### src/rtl/uart_tx_pkg.sv
package uart_tx_pkg;
  // Control register fields, packed so bit 0 is the enable
  typedef struct packed {
    logic brk;
    logic bit8;
    logic nine;
    logic en;
  } tx_ctl_t;
endpackage

### src/rtl/uart_tx_holdreg.sv
module uart_tx_holdreg #(
  parameter int DATA_W = 8
) (
  input  logic              clk,
  input  logic              rst_n,
  input  logic              wr_en,
  input  logic [DATA_W-1:0] wr_data,
  input  logic              xfer,
  output logic [DATA_W-1:0] hold_q,
  output logic              hold_full
);
  logic [DATA_W-1:0] data_d;
  logic              full_d;

  always_comb begin
    data_d = hold_q;
    full_d = hold_full;
    if (xfer)  full_d = 1'b0;
    if (wr_en) begin
      data_d = wr_data;
      full_d = 1'b1;
    end
  end

  always_ff @(posedge clk or negedge rst_n) begin
    if (!rst_n) begin
      hold_q    <= '0;
      hold_full <= 1'b0;
    end else begin
      hold_q    <= data_d;
      hold_full <= full_d;
    end
  end


  xfer_empties_chk: assert property (@(posedge clk) disable iff (!rst_n)
    (xfer && !wr_en) |=> !hold_full);

  write_fills_chk: assert property (@(posedge clk) disable iff (!rst_n)
    wr_en |=> hold_full);
endmodule

### src/rtl/uart_tx_shifter.sv
module uart_tx_shifter
  import uart_tx_pkg::*;
#(
  parameter int DATA_W = 8
) (
  input  logic              clk,
  input  logic              rst_n,
  input  logic              tick,
  input  tx_ctl_t           ctl,
  input  logic              hold_full,
  input  logic [DATA_W-1:0] hold_data,
  output logic              xfer,
  output logic              load,
  output logic              finish,
  output logic              busy,
  output logic              txd
);
  localparam int SH_W  = DATA_W + 3;
  localparam int CNT_W = $clog2(SH_W + 1);

  logic [SH_W-1:0]  sh_q, sh_d;
  logic [CNT_W-1:0] left_q, left_d;
  logic             busy_d, tail_q, tail_d, at_end;

  assign at_end = busy && (left_q == CNT_W'(1));

  always_comb begin
    busy_d = busy;
    sh_d   = sh_q;
    left_d = left_q;
    tail_d = tail_q;
    xfer   = 1'b0;
    load   = 1'b0;
    if (tick) begin
      if (busy && !at_end) begin
        sh_d   = {1'b1, sh_q[SH_W-1:1]};
        left_d = left_q - CNT_W'(1);
      end else begin
        busy_d = 1'b0;
        if (ctl.en) begin
          if (ctl.brk) begin
            busy_d = 1'b1;
            load   = 1'b1;
            sh_d   = '0;
            left_d = ctl.nine ? CNT_W'(SH_W) : CNT_W'(SH_W - 1);
            tail_d = 1'b1;
          end else if (tail_q) begin
            busy_d = 1'b1;
            load   = 1'b1;
            sh_d   = '1;
            left_d = CNT_W'(1);
            tail_d = 1'b0;
          end else if (hold_full) begin
            busy_d = 1'b1;
            load   = 1'b1;
            xfer   = 1'b1;
            sh_d   = {1'b1, (ctl.nine ? ctl.bit8 : 1'b1), hold_data, 1'b0};
            left_d = ctl.nine ? CNT_W'(SH_W) : CNT_W'(SH_W - 1);
          end
        end
      end
    end
  end

  assign finish = busy && !busy_d;
  assign txd    = busy ? sh_q[0] : 1'b1;

  always_ff @(posedge clk or negedge rst_n) begin
    if (!rst_n) begin
      busy   <= 1'b0;
      sh_q   <= '1;
      left_q <= '0;
      tail_q <= 1'b0;
    end else begin
      busy   <= busy_d;
      sh_q   <= sh_d;
      left_q <= left_d;
      tail_q <= tail_d;
    end
  end


  start_low_chk: assert property (@(posedge clk) disable iff (!rst_n)
    xfer |=> (busy && !txd));

  bit_hold_chk: assert property (@(posedge clk) disable iff (!rst_n)
    (busy && !tick) |=> $stable(txd));

  end_on_tick_chk: assert property (@(posedge clk) disable iff (!rst_n)
    $fell(busy) |-> $past(tick));

  no_start_off_chk: assert property (@(posedge clk) disable iff (!rst_n)
    (!ctl.en && !busy) |=> !busy);
endmodule

### src/rtl/uart_tx_dbuf.sv
module uart_tx_dbuf
  import uart_tx_pkg::*;
#(
  parameter int DATA_W = 8
) (
  input  logic              clk,
  input  logic              rst_n,
  input  logic              baud_tick,
  input  logic              wr_ctrl_en,
  input  logic [3:0]        wr_ctrl,
  input  logic              wr_data_en,
  input  logic [DATA_W-1:0] wr_data,
  output logic              txd,
  output logic              txd_oe,
  output logic              hold_empty,
  output logic              tx_done
);
  logic [1:0]        rst_sync_q;
  logic              rst_i;
  tx_ctl_t           ctl_q, ctl_d;
  logic              done_d;
  logic              hold_full, xfer, load, finish, busy;
  logic [DATA_W-1:0] hold_q;

  always_ff @(posedge clk or negedge rst_n) begin
    if (!rst_n) rst_sync_q <= 2'b00;
    else        rst_sync_q <= {rst_sync_q[0], 1'b1};
  end
  assign rst_i = rst_sync_q[1];

  always_comb begin
    ctl_d = ctl_q;
    if (wr_ctrl_en) ctl_d = tx_ctl_t'(wr_ctrl);
  end

  always_comb begin
    done_d = tx_done;
    if (finish && !hold_full)  done_d = 1'b1;
    if (wr_data_en || load)    done_d = 1'b0;
  end

  always_ff @(posedge clk or negedge rst_i) begin
    if (!rst_i) begin
      ctl_q   <= '0;
      tx_done <= 1'b1;
    end else begin
      ctl_q   <= ctl_d;
      tx_done <= done_d;
    end
  end

  uart_tx_holdreg #(.DATA_W(DATA_W)) hold_i (
    .clk(clk), .rst_n(rst_i), .wr_en(wr_data_en), .wr_data(wr_data),
    .xfer(xfer), .hold_q(hold_q), .hold_full(hold_full)
  );

  uart_tx_shifter #(.DATA_W(DATA_W)) shift_i (
    .clk(clk), .rst_n(rst_i), .tick(baud_tick), .ctl(ctl_q),
    .hold_full(hold_full), .hold_data(hold_q), .xfer(xfer), .load(load),
    .finish(finish), .busy(busy), .txd(txd)
  );

  assign hold_empty = !hold_full;
  assign txd_oe     = busy || ctl_q.en;


  done_needs_empty_chk: assert property (@(posedge clk) disable iff (!rst_i)
    $rose(tx_done) |-> hold_empty);

  done_not_busy_chk: assert property (@(posedge clk) disable iff (!rst_i)
    tx_done |-> !busy);
endmodule

### config.mk
export PLATFORM = sky130hd
export DESIGN_NAME = uart_tx_dbuf
export DESIGN_NICKNAME = d
export VERILOG_FILES = /design/src/rtl/uart_tx_pkg.sv /design/src/rtl/uart_tx_holdreg.sv /design/src/rtl/uart_tx_shifter.sv /design/src/rtl/uart_tx_dbuf.sv
export SDC_FILE = /design/constraint.sdc
export NUM_CORES = 1
export LEC_CHECK = 0
export BUFFER_PORTS_ARGS = -buffer_cell sky130_fd_sc_hd__buf_2
export CORE_AREA = 2 2 56 58
export CTS_CLUSTER_DIAMETER = 150
export DETAILED_ROUTE_END_ITERATION = 7
export DIE_AREA = 0 0 58 60
export MAX_ROUTING_LAYER = met4
export PLACE_DENSITY = 0.81
export SYNTH_ARGS = -nofsm -noshare
export SYNTH_HDL_FRONTEND = slang
export SYNTH_SLANG_ARGS = --single-unit
### constraint.sdc
create_clock -name clk -period 1.2 [get_ports clk]
set_input_delay 0.12 -clock clk [delete_from_list [all_inputs] [get_ports clk]]
set_output_delay 0.12 -clock clk [all_outputs]
set_load 0.005 [all_outputs]
# --- Word level (Yosys, flattened, before mapping) ---
# Cells that the tools add are included.
totals:
  regBits: 33
  out_inout_bits: 4
op_classes:
  n_addsub: 1
  eq_ne: 1
  n_mux: 31
  bitwise_logic: 1
  n_reduce_logical: 15
ops:
  columns: ["operator", "count"]
  rows:
  - ["$mux 11", 5]
  - ["$mux 1", 21]
  - ["$mux 4", 5]
  - ["$reduce_and 3->1", 2]
  - ["$reduce_bool 2->1", 3]
  - ["$eq 4x1->1 const B", 1]
  - ["$logic_and 1x1->1", 4]
  - ["$reduce_bool 4->1", 1]
  - ["$sub 4x1->4 const B", 1]
  - ["$logic_not 1->1", 3]
  - ["$logic_or 1x1->1", 2]
  - ["$not 1->1", 1]

# --- Depth between registers and ports, before layout ---
# Gate-level depths: netlist of run 1.
logic_depth:
  depth_word: 11
  depth_mapped: 7
  mapped_depth_nobuf: 6

# --- Hierarchy ---
# Synthesis of run 1 repeated with hierarchy kept, for this count alone.
unflattened:
  cells_unflattened: 137
  hier_area_um2: 1622.8
modules_own_cells:
  columns: ["module", "instances", "cells_each", "area_per_inst_um2", "seq_area_each_um2"]
  rows:
  - ["uart_tx_shifter", 1, 100, 1001.0, 439.2]
  - ["uart_tx_holdreg", 1, 20, 369.1, 225.2]
  - ["uart_tx_dbuf", 1, 17, 252.7, 176.4]

# --- Worst setup path before layout of run 1 ---
# OpenSTA, ideal clock, no wires.
synth_timing:
  path_type: "reg-to-reg"
  startpoint: "register shift_i.left_q[1]"
  endpoint: "register shift_i.busy"
  setup_ps: 136
  t_arrival_ps: 1578
  required_ps: 1064
  setup_slack_ps: -514
  stages_incl_launch_ff: 8
  n_path_buf: 1
  cell_sequence: "dfrtp_1 -> inv_1 -> ha_1 -> or3b_4 -> and2_4 -> o21ai_4 -> buf_6 -> o21ai_0"
synth_between:
  elab_chain_len: 6
synth_lines:
  columns: ["item", "line", "rtl"]
  rows:
  - ["from (decl)", "uart_tx_shifter.sv:22", "logic [CNT_W-1:0] left_q, left_d;"]
  - ["from (signal assigned)", "uart_tx_shifter.sv:77", "left_q <= left_d;"]
  - ["$eq 4x1->1", "uart_tx_shifter.sv:25", "assign at_end = busy && (left_q == CNT_W'(1));"]
  - ["$logic_and 1x1->1", "uart_tx_shifter.sv:25", null]
  - ["$logic_not 1->1", "uart_tx_shifter.sv:35", "if (busy && !at_end) begin"]
  - ["$logic_and 1x1->1", "uart_tx_shifter.sv:35", null]
  - ["$mux 1", "uart_tx_shifter.sv:35", null]
  - ["$mux 1", "uart_tx_shifter.sv:34", "if (tick) begin"]
  - ["net shift_i.busy_d", "uart_tx_shifter.sv:23", "logic busy_d, tail_q, tail_d, at_end;"]
  - ["to (signal assigned)", "uart_tx_shifter.sv:75", "busy <= busy_d;"]
  - ["to (decl)", "uart_tx_shifter.sv:15", "output logic busy,"]
# The timed path passes the listed nets, and every way through them passes these cells.
# A chain may end at the register's enable or synchronous reset.

# --- Worst setup path in the final report of run 1 ---
layout_timing:
  startpoint: "register shift_i.left_q[0]"
  endpoint: "register shift_i.sh_q[7]"
layout_between:
  elab_chain_len: 6
layout_lines:
  columns: ["item", "line", "rtl"]
  rows:
  - ["$eq 4x1->1 *", "uart_tx_shifter.sv:25", null]
  - ["$logic_and 1x1->1 *", "uart_tx_shifter.sv:25", null]
  - ["$logic_not 1->1 *", "uart_tx_shifter.sv:35", null]
  - ["$logic_and 1x1->1 *", "uart_tx_shifter.sv:35", null]
  - ["$reduce_bool 4->1 (no line) or $reduce_bool 2->1 (tied branches)", null, null]
  - ["$reduce_and 3->1 (no line)", null, null]
  - ["to (signal assigned)", "uart_tx_shifter.sv:71", "sh_q <= '1;"]
  - ["to (signal assigned)", "uart_tx_shifter.sv:76", "sh_q <= sh_d;"]
  - ["to (decl)", "uart_tx_shifter.sv:21", "logic [SH_W-1:0] sh_q, sh_d;"]
# Mark *: on every way between the ends. The rest lies on a longest branch, timed or not.

==> results.json, run 1 <==
{
  "syn_area_per_cell_sq_um": 11.7,
  "synthArstFlopShare_pct": 100,
  "fp.dieH_um": 60,
  "crit_path_max_fanout": 15,
  "ys_types": 36,
  "ant_nets": 0,
  "setup-violations-final": 22,
  "io_pins": 21,
  "wl_per_cell_um": 16.5,
  "finalCriticalPeriod_ns": 1.75,
  "cellLeakagePower_nw": 1.02,
  "tns_ns": -9.94,
  "numCtsBuffers": 5,
  "ys.flop_type": "dfrtp_1",
  "fill_cells": 195,
  "rows": 20,
  "antennaDiodeCount": 0,
  "syn2layout_area_growth_pct": 44.5,
  "rsz0062_at_grt": "true",
  "cts-root-buf": "clkbuf_4",
  "final_nets": 215,
  "violations": "hold timing, setup timing",
  "antenna_found_initial": 0,
  "preCtsSetupSlack_ns": -0.576,
  "finalHoldViolCount": 1,
  "grt_pass1_wl_um": 6220,
  "synth_edf_count": 0,
  "htreeDepth": 2,
  "p_per_area_nw_per_um2": 2010,
  "placed_area_sq_um": 1840,
  "start_kind": "flip-flop",
  "drive_gt1_share_pct": 59.4,
  "clk_path_buf_depth": 2,
  "drc": 0,
  "syn-cell-area_sq_um": 1540,
  "syn_inst": 131,
  "critical_path_class": "reg2reg",
  "die_x_um": 58,
  "final_common_cell": "buf_4",
  "ir_worst_vdd_mv": 1.74,
  "combPwrFrac_pct": 41.0,
  "insertion_delay_ns": 0.35,
  "fin_crit_sh_pct": 146,
  "power.switching_mw": 1.38,
  "grt_start_max_net_pins": 25,
  "whs_ns": -0.000199,
  "dp_hpwl_um": 2330,
  "seq_area_frac_synth_pct": 54.6,
  "crit_arrival_ns": 2.04,
  "gp_congestion": 0.835,
  "fin_area_sq_um": 2220,
  "maxCapViolCount": 0,
  "r2r_slack_ns": -0.55,
  "grtUsageTotal_pct": 25.3,
  "layout_common_cells": "buf_4 (28), dfrtp_1 (19), buf_2 (19), nor2_1 (17), dfstp_2 (12)",
  "fmax_ghz": 0.572,
  "cts_tree": "yes",
  "yosys_warnings": 0,
  "critPathCaptureType": "flip-flop",
  "gr-total-overflow": 0,
  "port_buffers": 20,
  "clock_skew_ns": 0.00463,
  "clk_pin_slew_ns": 0.10,
  "power_mw": 4.48,
  "clock-sinks": 33,
  "route.vias.total": 1302,
  "internal-power_mw": 3.09,
  "switching_share_pct": 30.9,
  "drt_first_pass_iters": 5,
  "routed_wl_um": 3790,
  "ys_ff_latch": 33,
  "drt_iter0_drc": 29,
  "die-area_sq_um": 3480,
  "syn-num-nets": 150,
  "status": "complete, but fails checks",
  "clkPwrFrac_pct": 19.8,
  "hold_class": "in2reg",
  "drv_slew": 0,
  "coreArea_sq_um": 2900,
  "grt_pass1_vias": 1382,
  "seq_power_share_pct": 39.2,
  "routed_via_density": 5.66,
  "setup_ws_ns": -0.548,
  "required_ns": 1.49,
  "start_util_pct": 53.0
}
worst paths after layout:
path                                         from          endpoint  cells past startpoint
worst min-delay path                   wr_ctrl[0]          ctl_q[0]                      2
worst max-delay path            shift_i.left_q[0]   shift_i.sh_q[7]                      6
min in group asynchronous                   rst_n     rst_sync_q[0]                      2
worst max register to register  shift_i.left_q[0]   shift_i.sh_q[7]                      6
max in group asynchronous           rst_sync_q[1]   shift_i.sh_q[0]                      1
worst min register to register      rst_sync_q[1]  hold_i.hold_full                      0
repair_timing:
item,in CTS,in global routing
setup buffers,7,10
gates resized for setup,20,7
hold buffers,9,0
hold endpoints to repair,10,0
pin swaps,8,3
gates cloned,0,0
setup endpoints to repair,21,22
final cells by class:
| class | instances | area (sq um) | share of cell area [%] |
|---|---|---|---|
| Sequential cell | 33 | 843 | 37.9 |
| Multi-Input combinational cell | 84 | 721 | 32.4 |
| Timing Repair Buffer | 64 | 503 | 22.6 |
| Clock buffer | 7 | 55.1 | 2.48 |
| Tap cell | 33 | 41.3 | 1.86 |
| Clock inverter | 1 | 30.0 | 1.35 |
| Inverter | 8 | 30.0 | 1.35 |
power by group through the flow:
stage / combinational [mW] / clock, mW / sequential (mW)
after global placement: 1.32 / 0 / 1.74
after floorplan: 0.874 / 0 / 1.73
final: 1.83 / 0.886 / 1.75
after global routing: 1.98 / 0.940 / 1.79
after CTS: 1.66 / 0.899 / 1.74
after detailed placement: 1.38 / 0 / 1.77
sequential cells by signal, indices dropped and copies added (netlist names):
register,cells
hold_i.hold_full,1
shift_i.tail_q,1
tx_done,1
hold_i.hold_q,8
shift_i.left_q,4
shift_i.sh_q,11
ctl_q,4
shift_i.busy,1
rst_sync_q,2
stage by stage:
stage	utilization, %	hold slack (ns)	std cells
after global routing	76.6	0.00670	230
after floorplan	-	-0.176	131
after CTS	73.9	0.00212	222
after detailed placement	63.3	-0.0926	198
after global placement	63.3	-0.0952	198
final	76.6	-0.000199	230
critical path: stages (launching register included):
cell	delay, ns
dfrtp_1	0.44
ha_4	0.18
or3b_4	0.28
and2_4	0.18
o21ai_4	0.06
buf_12	0.15
a221o_2	0.39
synthesized netlist by cell type, types with 2 or more instances:
cell type / number / area share [%]
o21ai_0: 6 / 2.0
inv_1: 8 / 2.0
dfrtp_1: 21 / 34
nand2_1: 6 / 1.5
a221o_2: 9 / 6.6
mux2i_1: 3 / 2.0
nor2b_1: 2 / 0.81
dfstp_2: 12 / 20
mux2_2: 13 / 9.5
clkbuf_1: 4 / 0.98
nor3b_1: 2 / 0.98
a21oi_1: 2 / 0.65
nor2_1: 18 / 4.4
ha_1: 2 / 1.6
a22o_2: 2 / 1.3
metal layers:
metal  GRT usage [%]  up-vias  wire length, um
met5               -        -                0
met2            43.7       31             2050
met1            25.7      657             1510
met4            14.3        0              106
met3            7.14       12              124
li1                -      602                -
cells by family (layout without fill, tap and decap cells):
logic type                 count (synthesis)  in the layout  share of synthesized area, %
other                                      1              1                         0.244
AOI/OAI and AO/OA                         32             32                          18.0
adders and majority gates                  2              2                          1.63
buffers and inverters                     14             80                          3.98
and+or+nand+nor                           33             33                          10.1
DFF                                       33             33                          54.6
muxes                                     16             16                          11.5
Note: power is estimated with default switching activity, not from simulation.
==> inputs of run 2 (changes only) <==
==> constraint.sdc (replaced) <==
create_clock -name clk -period 1.2 [get_ports clk]
set_input_delay 0.06 -clock clk [delete_from_list [all_inputs] [get_ports clk]]
set_output_delay 0.06 -clock clk [all_outputs]
set_load 0.005 [all_outputs]
==> run 2 against run 1 <==
Setup slack worse by 0.0072 ns; sequential cell count did not move; combinational power down 7%; the flow finishes with violations (setup timing); largest power group is now sequential cells; critical path depth did not move; die area stayed put; maximum frequency decreased by 0.41%; critical path type unchanged; highest routed layer unchanged; non-clock buffer count shrank 3.
==> results.json, run 2 (synthesis results as in run 1) <==
{
  "status": "complete, but fails checks",
  "violations": "setup timing",
  "wl_per_cell_um": 16.9,
  "grt_pass1_wl_um": 6760,
  "die_x_um": 58,
  "setup_ws_ns": -0.556,
  "start_util_pct": 53.0,
  "io_pins": 21,
  "maxCapViolCount": 0,
  "die-area_sq_um": 3480,
  "ant_nets": 0,
  "finalCriticalPeriod_ns": 1.76,
  "routed_wl_um": 3850,
  "rows": 20,
  "top_regs": "shift_i.sh_q (11), hold_i.hold_q (8)",
  "fill_cells": 188,
  "placed_area_sq_um": 1830,
  "internal-power_mw": 2.83,
  "clk_pin_slew_ns": 0.11,
  "critical_path_class": "reg2reg",
  "grt_use_met2_pct": 48.4,
  "drc": 0,
  "fp.dieH_um": 60,
  "grt_start_max_net_pins": 25,
  "drv_slew": 0,
  "start_kind": "flip-flop",
  "fin_crit_sh_pct": 146,
  "combPwrFrac_pct": 40.8,
  "drt_iter0_drc": 73,
  "routed_via_density": 5.79,
  "grt_pass1_vias": 1460,
  "dp_hpwl_um": 2260,
  "crit_arrival_ns": 2.03,
  "clock-sinks": 33,
  "insertion_delay_ns": 0.33,
  "gr-total-overflow": 0,
  "layout_common_cells": "dfrtp_1 (20), buf_4 (20), buf_2 (18), nor2_1 (16), dlygate4sd3_1 (14)",
  "syn2layout_area_growth_pct": 42.8,
  "cts-root-buf": "clkbuf_4",
  "grtUsageTotal_pct": 27.1,
  "grt.busiest_layer": "met2",
  "grtUsageMet1_pct": 29.7,
  "crit_chain": "inv_2, ha_4, or3b_4, a211o_4, nor2_1, a221o_2",
  "largest_register": "shift_i.sh_q",
  "crit_family": "simple AND/OR/NAND/NOR gates",
  "ir_worst_vdd_mv": 1.74,
  "cellLeakagePower_nw": 1.00,
  "hold_class": "in2reg",
  "path_buf_inv": 1,
  "htreeDepth": 2,
  "route.vias.total": 1321,
  "antenna_found_initial": 0,
  "final_nets": 213,
  "gp_congestion": 0.842,
  "seq_power_share_pct": 42.0,
  "crit_path_max_fanout": 5,
  "drt_first_pass_iters": 4,
  "clock_skew_ns": 0.0156,
  "required_ns": 1.47,
  "switching_share_pct": 32.2,
  "crit_slowest_cell": "or3b_4",
  "port_buffers": 20,
  "largest_reg_flops": 11,
  "fin_area_sq_um": 2200,
  "numCtsBuffers": 5,
  "p_per_area_nw_per_um2": 1900,
  "drive_gt1_share_pct": 55.4,
  "preCtsSetupSlack_ns": -0.564,
  "coreArea_sq_um": 2900,
  "setup-violations-final": 20,
  "power.switching_mw": 1.35,
  "clk_path_buf_depth": 2,
  "fmax_ghz": 0.570,
  "grt_util_met3_pct": 6.28,
  "critPathMaxStageDelay_ns": 0.43,
  "antennaDiodeCount": 0,
  "rsz0062_at_grt": "true",
  "finalHoldViolCount": 0,
  "cts_tree": "yes",
  "clkPwrFrac_pct": 17.2,
  "critPathCaptureType": "flip-flop"
}
-- run 2: power groups by stage --
stage | clock, mW | combinational, mW | sequential [mW]
floorplan | 0 | 0.874 | 1.73
global placement | 0 | 1.31 | 1.74
detailed placement | 0 | 1.38 | 1.76
CTS | 0.746 | 1.63 | 1.74
global route | 0.770 | 1.86 | 1.79
finish | 0.719 | 1.71 | 1.75
-- run 2: worst paths after layout --
| check | start | to | slack [ns] | depth (start not counted) |
|---|---|---|---|---|
| min in group asynchronous | rst_n | rst_sync_q[1] | 0.05 | 2 |
| min reg2reg | rst_sync_q[1] | ctl_q[0] | 0.13 | 0 |
| max reg2reg | shift_i.left_q[1] | shift_i.sh_q[8] | -0.56 | 6 |
| min | baud_tick | shift_i.sh_q[0] | 0.04 | 2 |
| max in group asynchronous | rst_sync_q[1] | shift_i.sh_q[7] | 0.53 | 1 |
| max | shift_i.left_q[1] | shift_i.sh_q[8] | -0.56 | 6 |
-- run 2: metal layers --
metal  vias to the layer above  routed length [um]
met3                        10                 208
met1                       650                1460
met4                         0                  72
met2                        61                2100
li1                        600                   -
met5                         -                   0
-- run 2: layout make-up --
cell class                      count  area, sq um  share of cell area (%)
Clock buffer                        7         65.1                    2.96
Clock inverter                      1         5.00                   0.228
Inverter                            8         30.0                    1.37
Multi-Input combinational cell     85          713                    32.5
Sequential cell                    33          842                    38.3
Tap cell                           33         41.3                    1.88
Timing Repair Buffer               61          500                    22.8
-- run 2: worst register-to-register path, cell delays in order, from the launching register on --
cell,delay [ns]
dfrtp_1,0.42
inv_2,0.08
ha_4,0.12
or3b_4,0.43
a211o_4,0.38
nor2_1,0.13
a221o_2,0.12
-- run 2: metrics by stage --
stage | hold WS, ns | TNS [ns] | utilization, % | cells | power (mW)
after CTS | 0.00704 | -9.03 | 75.2 | 228 | 4.11
final | 0.0368 | -9.88 | 75.7 | 228 | 4.18
after global placement | -0.155 | -8.66 | 63.0 | 197 | 3.05
after floorplan | -0.236 | -8.05 | - | 131 | 2.60
after global routing | 0.0256 | -10.90 | 75.7 | 228 | 4.42
after detailed placement | -0.150 | -9.43 | 63.0 | 197 | 3.14
-- run 2: timing repair --
action	CTS	global route
resized for setup	18	4
hold endpoints to repair	14	0
hold buffers	15	0
cloned	1	0
buffers inserted	7	1
endpoints found under the setup margin	21	22
pin swaps	7	2
==> inputs of run 3 (changes only) <==
--- a/config.mk
+++ b/config.mk
@@ -8,10 +8,12 @@
 export BUFFER_PORTS_ARGS = -buffer_cell sky130_fd_sc_hd__buf_2
 export CORE_AREA = 2 2 56 58
 export CTS_CLUSTER_DIAMETER = 150
+export CTS_CLUSTER_SIZE = 16
 export DETAILED_ROUTE_END_ITERATION = 7
 export DIE_AREA = 0 0 58 60
 export MAX_ROUTING_LAYER = met4
 export PLACE_DENSITY = 0.81
+export SETUP_SLACK_MARGIN = 0.15
 export SYNTH_ARGS = -nofsm -noshare
 export SYNTH_HDL_FRONTEND = slang
 export SYNTH_SLANG_ARGS = --single-unit
==> run 3 against run 2 <==
The run still ends with setup timing left; cell count up 0.44%; non-clock buffer count up 1; clock-buffer cell count unchanged; register-to-register slack about the same; wire length up 0.34%; clock skew up 0.00055 ns; first-iteration DRC count down 15%; hold slack better by 0.012 ns; sequential share of layout area down 0.79 points; critical path type unchanged; critical endpoint is now tx_done; highest routed layer unchanged.
==> results.json, run 3 (synthesis results as in run 1) <==
{
  "fp.dieH_um": 60,
  "fin_cells": 229,
  "ir_worst_vdd_mv": 1.53,
  "ant_nets": 0,
  "final_common_cell": "dfrtp_1",
  "grt_pass1_wl_um": 6700,
  "fmax_ghz": 0.566,
  "port_buffers": 20,
  "clk_path_buf_depth": 2,
  "preCtsSetupSlack_ns": -0.564,
  "violations": "setup timing",
  "status": "complete, but fails checks",
  "coreArea_sq_um": 2900,
  "regArea_sq_um": 842,
  "gp_congestion": 0.842,
  "cts-root-buf": "clkbuf_4",
  "crit_arrival_ns": 2.02,
  "p_per_area_nw_per_um2": 1890,
  "required_ns": 1.45,
  "die-area_sq_um": 3480,
  "antennaDiodeCount": 0,
  "placed_area_sq_um": 1830,
  "clk_pin_slew_ns": 0.11,
  "syn2layout_area_growth_pct": 45.8,
  "finalCriticalPeriod_ns": 1.77,
  "top_regs": "shift_i.sh_q (11), hold_i.hold_q (8)",
  "whs_ns": 0.0485,
  "crit_path_max_fanout": 5,
  "multi_input_area_sq_um": 742,
  "hold_class": "in2async",
  "routed_wl_um": 3860,
  "grt_pass1_vias": 1404,
  "rsz0062_at_grt": "true",
  "drt_iter0_drc": 62,
  "insertion_delay_ns": 0.33,
  "io_pins": 21,
  "die_x_um": 58,
  "maxCapViolCount": 0,
  "finalHoldViolCount": 0,
  "routed_via_density": 5.74,
  "clock-sinks": 33,
  "numCtsBuffers": 5,
  "setup-violations-final": 20,
  "rows": 20,
  "dp_cells": 197,
  "critPathCaptureType": "flip-flop",
  "largest_reg_flops": 11,
  "drc": 0,
  "cts_tree": "yes",
  "antenna_found_initial": 0,
  "route.vias.total": 1314,
  "gr-total-overflow": 0,
  "start_kind": "flip-flop",
  "layout_common_cells": "dfrtp_1 (20), buf_2 (18), buf_4 (18), nor2_1 (15), dlygate4sd3_1 (14)",
  "drv_slew": 0,
  "largest_register": "shift_i.sh_q",
  "fin_area_sq_um": 2240,
  "fill_cells": 184,
  "start_util_pct": 53.0,
  "dp_hpwl_um": 2260,
  "grt_start_max_net_pins": 25,
  "cellLeakagePower_nw": 1.01,
  "clock_skew_ns": 0.0162,
  "drive_gt1_share_pct": 58.2,
  "wl_per_cell_um": 16.9,
  "htreeDepth": 2,
  "final_nets": 214,
  "critical_path_class": "reg2reg",
  "drt_first_pass_iters": 8,
  "setup_ws_ns": -0.566,
  "grtUsageTotal_pct": 26.7,
  "fin_crit_sh_pct": 147
}
-- run 3: where the power goes --
group | internal, mW | switching, mW
sequential | 1.53 | 0.220
clock | 0.340 | 0.376
combinational | 1.00 | 0.766
-- run 3: stage by stage --
step                      power [mW]  setup TNS [ns]  utilization (%)
after floorplan                 2.60           -8.05                -
after global placement          3.05           -8.66             63.0
after detailed placement        3.14           -9.43             63.0
after CTS                       4.11           -9.03             75.3
after global routing            4.48          -10.69             77.3
final                           4.23           -9.67             77.3
-- run 3: worst paths after layout --
path,start,to,slack [ns],cells past startpoint
worst max-delay path,shift_i.left_q[1],tx_done,-0.57,7
worst min-delay path,rst_n,rst_sync_q[1],0.05,2
worst max register to register,shift_i.left_q[1],tx_done,-0.57,7
worst min register to register,rst_sync_q[1],ctl_q[0],0.14,0
max in group asynchronous,rst_sync_q[1],shift_i.sh_q[8],0.52,1
min in group clk,baud_tick,shift_i.sh_q[0],0.05,2
-- run 3: worst max-delay path, cell delays in order (launching register included) --
cell	delay (ns)
dfrtp_1	0.41
inv_2	0.08
ha_4	0.12
or3b_4	0.43
a21oi_4	0.19
buf_6	0.13
a41oi_2	0.11
a211oi_2	0.22
-- run 3: final cells by class --
type	instances	area share, %
clock buffers	7	2.90
clock inverters	1	0.223
inverters	8	1.34
multi-input cells	85	33.1
flip-flops and latches	33	37.5
well taps	33	1.84
repair buffers	62	23.1
-- run 3: what timing repair did --
item,CTS,global route
gates resized for setup,20,9
cloned,1,0
pin swaps,7,2
setup endpoints to repair,22,24
setup buffers,8,1
hold endpoints to repair,14,0
hold buffers,14,0
-- run 3: layer usage --
metal | vias to the layer above | part of all wire [%] | GRT usage [%]
li1 | 606 | - | -
met1 | 654 | 40 | 31.7
met2 | 44 | 53 | 45.6
met3 | 10 | 4.2 | 6.28
met4 | 0 | 2.0 | 7.64
met5 | - | 0 | -
